==> src/rtl/dispmux_pkg.sv <==
package dispmux_pkg;
  localparam int SEG_W = 7;
  localparam int NIB_W = 4;
  typedef logic [SEG_W-1:0] seg_t;
  localparam seg_t SEG_DARK = '1;
endpackage

==> src/rtl/dispmux_rate.sv <==
module dispmux_rate #(
  parameter int DIV_W = 2
) (
  input  logic clk,
  input  logic rst,
  output logic step_o
);
  logic [DIV_W-1:0] cnt_q;

  assign step_o = &cnt_q;

  always_ff @(posedge clk) begin
    if (rst) cnt_q <= '0;
    else     cnt_q <= cnt_q + 1'b1;
  end

  // the step pulse is a wrap: the counter restarts right after it
  assert_wrap_restart_R4: assert property (@(posedge clk) disable iff (rst)
    step_o |=> (cnt_q == '0));
endmodule

==> src/rtl/dispmux_hexseg.sv <==
module dispmux_hexseg
  import dispmux_pkg::*;
(
  input  logic [NIB_W-1:0] nib_i,
  output seg_t             seg_n_o
);
  seg_t lit;  // active-high, bit 6 = a .. bit 0 = g

  always_comb begin
    unique case (nib_i)
      4'h0: lit = 7'b1111110;
      4'h1: lit = 7'b0110000;
      4'h2: lit = 7'b1101101;
      4'h3: lit = 7'b1111001;
      4'h4: lit = 7'b0110011;
      4'h5: lit = 7'b1011011;
      4'h6: lit = 7'b1011111;
      4'h7: lit = 7'b1110000;
      4'h8: lit = 7'b1111111;
      4'h9: lit = 7'b1111011;
      4'hA: lit = 7'b1110111;
      4'hB: lit = 7'b0011111;
      4'hC: lit = 7'b1001110;
      4'hD: lit = 7'b0111101;
      4'hE: lit = 7'b1001111;
      4'hF: lit = 7'b1000111;
      default: lit = 7'b0000000;
    endcase
  end

  assign seg_n_o = ~lit;
endmodule

==> src/rtl/dispmux_seq.sv <==
module dispmux_seq #(
  parameter int DIGITS = 4,
  localparam int SEL_W = $clog2(DIGITS)
) (
  input  logic              clk,
  input  logic              rst,
  input  logic              step_i,
  output logic [SEL_W-1:0]  sel_nx_o,
  output logic [DIGITS-1:0] an_n_o
);
  localparam logic [DIGITS-1:0] AN_RST = ~DIGITS'(1);
  localparam logic [SEL_W-1:0]  SEL_LAST = SEL_W'(DIGITS - 1);

  logic [SEL_W-1:0]  sel_q;
  logic [DIGITS-1:0] an_nx;
  logic [DIGITS-1:0] an_rot;

  always_comb begin
    sel_nx_o = sel_q;
    if (step_i) sel_nx_o = (sel_q == SEL_LAST) ? '0 : sel_q + 1'b1;
  end

  for (genvar gi = 0; gi < DIGITS; gi++) begin : g_an
    assign an_nx[gi] = (sel_nx_o != SEL_W'(gi));
  end

  always_ff @(posedge clk) begin
    if (rst) begin
      sel_q  <= '0;
      an_n_o <= AN_RST;
    end else begin
      sel_q  <= sel_nx_o;
      an_n_o <= an_nx;
    end
  end

  assign an_rot = {an_n_o[DIGITS-2:0], an_n_o[DIGITS-1]};

  assert_one_low_R2: assert property (@(posedge clk) disable iff (rst)
    $onehot(~an_n_o));
  assert_rotate_R3: assert property (@(posedge clk) disable iff (rst)
    step_i |=> (an_n_o == $past(an_rot)));
  assert_dwell_R4: assert property (@(posedge clk) disable iff (rst)
    !step_i |=> $stable(an_n_o));
  assert_reset_digit0_R8: assert property (@(posedge clk) disable iff (rst)
    $past(rst) |-> (an_n_o == AN_RST));
endmodule

==> src/rtl/dispmux_top.sv <==
module dispmux_top
  import dispmux_pkg::*;
#(
  parameter int DIGITS = 4,
  parameter int DIV_W  = 2,
  localparam int SEL_W = $clog2(DIGITS),
  localparam int VAL_W = DIGITS * NIB_W
) (
  input  logic              clk,
  input  logic              rst,
  input  logic [VAL_W-1:0]  value_i,
  output logic [DIGITS-1:0] an_n_o,
  output logic [SEG_W-1:0]  seg_n_o
);
  logic             step;
  logic [SEL_W-1:0] sel_nx;
  seg_t             glyph [DIGITS];
  seg_t             seg_q;

  dispmux_rate #(.DIV_W(DIV_W)) rate_i (
    .clk    (clk),
    .rst    (rst),
    .step_o (step)
  );

  dispmux_seq #(.DIGITS(DIGITS)) seq_i (
    .clk      (clk),
    .rst      (rst),
    .step_i   (step),
    .sel_nx_o (sel_nx),
    .an_n_o   (an_n_o)
  );

  for (genvar gd = 0; gd < DIGITS; gd++) begin : g_dec
    dispmux_hexseg dec_i (
      .nib_i   (value_i[gd*NIB_W +: NIB_W]),
      .seg_n_o (glyph[gd])
    );
  end

  always_ff @(posedge clk) begin
    if (rst) seg_q <= SEG_DARK;
    else     seg_q <= glyph[sel_nx];
  end

  assign seg_n_o = seg_q;

  // every hex value has a visible glyph once running
  assert_never_dark_R7: assert property (@(posedge clk) disable iff (rst)
    !$past(rst) |-> (seg_n_o != SEG_DARK));
  // reset leaves the bus dark for one cycle
  assert_reset_dark_R1: assert property (@(posedge clk) disable iff (rst)
    $past(rst) |-> (seg_n_o == SEG_DARK));
endmodule

==> config.mk <==
export PLATFORM = sky130hd
export DESIGN_NAME = dispmux_top
export DESIGN_NICKNAME = d
export VERILOG_FILES = /design/src/rtl/dispmux_pkg.sv /design/src/rtl/dispmux_rate.sv /design/src/rtl/dispmux_hexseg.sv /design/src/rtl/dispmux_seq.sv /design/src/rtl/dispmux_top.sv
export SDC_FILE = /design/constraint.sdc
export NUM_CORES = 1
export LEC_CHECK = 0
export BUFFER_PORTS_ARGS = -buffer_cell sky130_fd_sc_hd__buf_2
export CORE_UTILIZATION = 30
export DETAILED_ROUTE_END_ITERATION = 12
export HOLD_SLACK_MARGIN = 0.15
export PLACE_DENSITY_LB_ADDON = 0.08
export SLEW_MARGIN = 20
export SYNTH_ARGS = -nofsm -noshare
export SYNTH_HDL_FRONTEND = slang
export SYNTH_SLANG_ARGS = --single-unit
==> constraint.sdc <==
create_clock -name clk -period 1.9 [get_ports clk]
set_input_delay 0.095 -clock clk [delete_from_list [all_inputs] [get_ports clk]]
set_output_delay 0.095 -clock clk [all_outputs]
set_load 0.005 [all_outputs]
After elaboration in Yosys (flattened, before gate mapping)
Memory sizes are Yosys's and may differ from the RTL's.
Cells that the tools add are included.
{ "word_totals": {"reg_bits": 15, "romBits": 448, "in_bits": 18, "out_inout_bits": 11, "memories": 4} }
{ "memory_table": {"columns": ["memory", "depth", "word_bits", "rd", "rd_clocked_by_memory_dff", "write_ports", "line_no", "text"], "rows": [
  ["(name not given)", 16, 7, 1, 0, 0, "dispmux_hexseg.sv:10", "unique case (nib_i)"],
  ["(name not given)", 16, 7, 1, 0, 0, "dispmux_hexseg.sv:10", null],
  ["(name not given)", 16, 7, 1, 0, 0, "dispmux_hexseg.sv:10", null],
  ["(name not given)", 16, 7, 1, 0, 0, "dispmux_hexseg.sv:10", null]
]} }
{ "op_classes": {"add_sub_neg": 2, "magnitude_cmp": 1, "eq_ne": 4, "n_mux": 5, "bitwise_logic": 5, "n_reduce_logical": 2} }
{ "op_table": {"columns": ["cell", "n"], "rows": [
  ["$not 7->7", 4],
  ["$bmux 7 s2", 1],
  ["$mux 7", 2],
  ["$add 2x1->2 const B", 2],
  ["$mux 2", 2],
  ["$ne 2x2->1 const B", 2],
  ["$ge 3x3->1 const B", 1],
  ["$not 2->3", 1],
  ["$eq 2x2->1 const B", 1],
  ["$ne 2x1->1 const B", 1],
  ["$reduce_and 2->1", 1],
  ["$reduce_bool 2->1", 1]
]} }

Logic depth before layout (Yosys ltp)
{ "depth": {"word_depth": 7, "ltp_mapped": 6} }

Cells and area by module
From an unflattened synthesis, not the netlist that was laid out.
{ "unflattened": {"cells_unflattened": 191, "area_unflattened_um2": 1735.4} }
{ "by_module_without_submodules": {"columns": ["module", "n_inst", "cells_each", "area_per_inst_um2"], "rows": [
  ["dispmux_hexseg", 4, 31, 251.5],
  ["dispmux_top", 1, 32, 374.1],
  ["dispmux_seq", 1, 30, 292.8],
  ["dispmux_rate", 1, 5, 62.6]
]} }

Worst setup path after synthesis
Ideal clock, no wire load.
{ "synth_timing": {"path_type": "register -> register", "startpoint": "register seq_i.sel_q[0]", "endpoint": "register seg_q[5], in the netlist seg_n_o[5]", "setup_ns": 0.122, "arrival_ns": 1.532, "t_required_ns": 1.778, "slack_ns": 0.246, "stages_incl_launch_ff": 7, "n_path_buf": 1, "path_cell_list": "dfxtp_1 ha_1 mux2_4 buf_6 a31oi_2 a221oi_1 a311o_1"} }
{ "synth_via": {"elab_chain_cells": 7, "elab_cells_between_ends": 8} }
{ "synth_rtl": {"columns": ["item", "line_no", "text"], "rows": [
  ["from (decl)", "dispmux_seq.sv:14", "logic [SEL_W-1:0] sel_q;"],
  ["from (signal assigned)", "dispmux_seq.sv:32", "sel_q <= sel_nx_o;"],
  ["$add 2x1->2 or $eq 2x2->1 (tied branches)", "dispmux_seq.sv:20", "if (step_i) sel_nx_o = (sel_q == SEL_LAST) ? '0 : sel_q + 1'b1;"],
  ["$mux 2", "dispmux_seq.sv:20", null],
  ["$mux 2 (*)", "dispmux_seq.sv:20", null],
  ["$not 2->3 (not written as such) (*)", "dispmux_top.sv:43", "else seg_q <= glyph[sel_nx];"],
  ["$bmux 7 s2 (*)", "dispmux_top.sv:43", null],
  ["$mux 7 (not written as such) (*) (2 in a row)", "dispmux_top.sv:43", null],
  ["to (signal assigned)", "dispmux_top.sv:43", null],
  ["to (decl)", "dispmux_top.sv:18", "seg_t seg_q;"]
]} }
Every way passes the cells marked *; elsewhere a longest branch is shown, timed or not. The select of a mux whose other input is x is not followed.
A chain may end at the register's enable or synchronous reset.

Worst setup path in the final report
{ "layout_timing": {"startpoint": "register rate_i.cnt_q[0]", "endpoint": "register seg_q[5], in the netlist seg_n_o[5]"} }
{ "layout_via": {"elab_chain_cells": 6} }
{ "layout_rtl": {"columns": ["item", "line_no", "text"], "rows": [
  ["from (decl)", "dispmux_rate.sv:8", "logic [DIV_W-1:0] cnt_q;"],
  ["from (signal assigned)", "dispmux_rate.sv:14", "else cnt_q <= cnt_q + 1'b1;"],
  ["$reduce_and 2->1", "dispmux_rate.sv:10", "assign step_o = &cnt_q;"],
  ["$mux 2", "dispmux_seq.sv:20", null],
  ["$not 2->3 (not written as such)", "dispmux_top.sv:43", null],
  ["$bmux 7 s2", "dispmux_top.sv:43", null],
  ["$mux 7 (not written as such) (2 in a row)", "dispmux_top.sv:43", null]
]} }
Every way passes these cells. The select of a mux whose other input is x is not followed.

==> flow_summary.ini <==
[floorplanning]
dieHeight_um = 76.7
initial_core_util = 0.320
fp.dieW_um = 76.7
io_pins = 29
num_rows = 26
core_um2 = 5240
die-area_um2 = 5880

[power_and_ir_drop]
fin_total_pwr_uw = 908
power.density_nw_per_um2 = 476
power.leakage_nw = 0.873
peakVddDrop_uv = 211

[yosys]
synth_edf_count = 0
yosysWarnings = 0
syn_inst = 171
syn-num-nets = 215
synth_commonest_cells = ha_1, mux2i_1, dfxtp_1
synth_cell_type_count = 36
synth_area_um2 = 1670
ys_top_cells_by_area = ha_1, dfxtp_1, mux2i_1
syn_avg_cell_area_um2 = 9.79
yosysSeqAreaShare = 0.179
async_flop_share = 0
ys_ff_latch = 15
synth_most_common_cell = ha_1
yosysTopAreaCellShare = 0.194
synth_area_leader_cell = ha_1
synthFlopType = dfxtp_1

[timing]
slew-limit-headroom = 0.724
setup_violations = 0
fin_setup_tns_ps = 0
period_minus_slack_ps = 1760
final.setup.worst_slack_ps = 137
max_freq_mhz = 567
rsz0062_at_grt = no
timing.hold.ws_ps = 372
drv_slew = 0
hold_viol_final = 0
fin_skew_ps = 2.20
tightest_slew_ps = 406
period_share = 0.928

[clock_network]
max-clock-path-buffers = 2
clk_pin_slew_ps = 60
htree_num_levels = 1
numCtsBuffers = 3
cts_root_buffer = clkbuf_8
clk_latency_ps = 250
cts_tree = yes
clkSinkCount = 15

[global_routing]
grt_pass1_vias = 1332
grt_start_max_net_pins = 15
grt_overflow = 0
grt_pass1_wl_um = 6300
grtUsageTotal = 0.133
antenna_found_initial = 0

[critical_path]
start_kind = register
worstPathArrival_ps = 1900
worst-setup-path-type = reg -> reg
cp_max_fo = 8
required_ps = 2040
critPathCaptureType = register

[placed_design]
pre_cts_ws_ps = -24.1
dp_hpwl_um = 3120
routabilityCongestion = 0.820
port-buffer-count = 28

[drt]
wl_per_cell_um = 14.0
drtIter0Drc = 22
vias = 1353
wirelength_um = 3760
dr.pass1.iters = 4
route.detailed.drc = 0
viasPerCell = 5.03
ant_nets = 0

[run]
max_cap_violations = 0

[cells_and_area]
nets = 244
fill_cells = 543
antenna_cells = 0
drive_gt1_frac = 0.276
syn_to_final_growth_pct = 13.8
final_util = 0.364

[run_status]
status = finished clean

[min_path]
holdCritPathClass = in -> reg
-- state kept, by name, summed over array words and instances (netlist names) --
signal	flops
seq_i.an_n_o	4
seg_n_o	7
seq_i.sel_q	2
rate_i.cnt_q	2
-- placed cells by master, fill, tap and decap left out, types with 5 or more instances in the layout --
cell type / Yosys / routed
dfxtp_1: 15 / 15
nand2_1: 9 / 9
ha_1: 26 / 25
mux2_2: 6 / 6
buf_2: 0 / 28
a21oi_1: 5 / 5
o211ai_1: 5 / 5
nor2b_1: 6 / 6
buf_4: 5 / 7
mux2i_1: 18 / 18
nor2_1: 8 / 8
inv_1: 13 / 13
-- critical path, stage by stage (launching register included) --
cell and delay, ps:
dfxtp_1 330, ha_2 220, buf_4 140, mux2_4 350, a31oi_2 170, a221oi_1 110, a311o_1 320
-- per-layer routing --
layer | global-route usage | up-vias | wire [um]
li1 | - | 688 | -
met3 | 0.0179 | 6 | 111
met4 | 0.0308 | 0 | 49
met2 | 0.243 | 35 | 1870
met1 | 0.163 | 624 | 1720
met5 | 0 | - | 0
-- metrics by stage --
step | cells | cell area (um2)
detailed placement | 261 | 1820
global placement | 261 | 1820
CTS | 266 | 1880
floorplan | 171 | 1670
finish | 269 | 1910
global route | 269 | 1910
-- final timing paths --
| check | start | to | slack, ps | depth (start not counted) |
|---|---|---|---|---|
| setup / recovery | rate_i.cnt_q[0]$_SDFF_PP0_ | seg_n_o[5]$_SDFF_PP1_ | 140 | 6 |
| hold / removal | value_i[0] | seg_n_o[5]$_SDFF_PP1_ | 370 | 4 |
| setup reg to reg | rate_i.cnt_q[0]$_SDFF_PP0_ | seg_n_o[5]$_SDFF_PP1_ | 140 | 6 |
| hold reg to reg | rate_i.cnt_q[0]$_SDFF_PP0_ | rate_i.cnt_q[0]$_SDFF_PP0_ | 420 | 1 |
-- report_power, final --
group | switching (mW) | leakage (nW) | internal [mW] | total (mW)
clock | 0.113 | 0.0255 | 0.145 | 0.258
combinational | 0.157 | 0.723 | 0.143 | 0.299
sequential | 0.00883 | 0.124 | 0.341 | 0.350
total | 0.279 | 0.873 | 0.628 | 0.908
-- area by class of cell --
type | instances | area, um2 | share of cell area
Multi-Input combinational cell | 131 | 1220 | 0.640
Sequential cell | 15 | 300 | 0.158
Timing Repair Buffer | 36 | 203 | 0.106
Tap cell | 70 | 87.6 | 0.0460
Inverter | 13 | 48.8 | 0.0256
Clock buffer | 3 | 41.3 | 0.0217
Clock inverter | 1 | 5.00 | 0.00263
-- timing repair --
action	CTS	global route
endpoints found under the setup margin	2	2
gates resized for setup	1	1
endpoints found under the hold margin	3	0
buffers inserted	0	3
hold buffers	1	0
-- cell families after synthesis --
family                   count (synthesis)  synth area share
AO/OA/AOI/OAI                           35             0.167
adder cells (fa/ha/maj)                 26             0.194
buffers and inverters                   25            0.0987
flip-flops                              15             0.179
multiplexers                            31             0.235
AND/OR/NAND/NOR                         39             0.126
No activity file was read; power rests on OpenSTA's default activity.
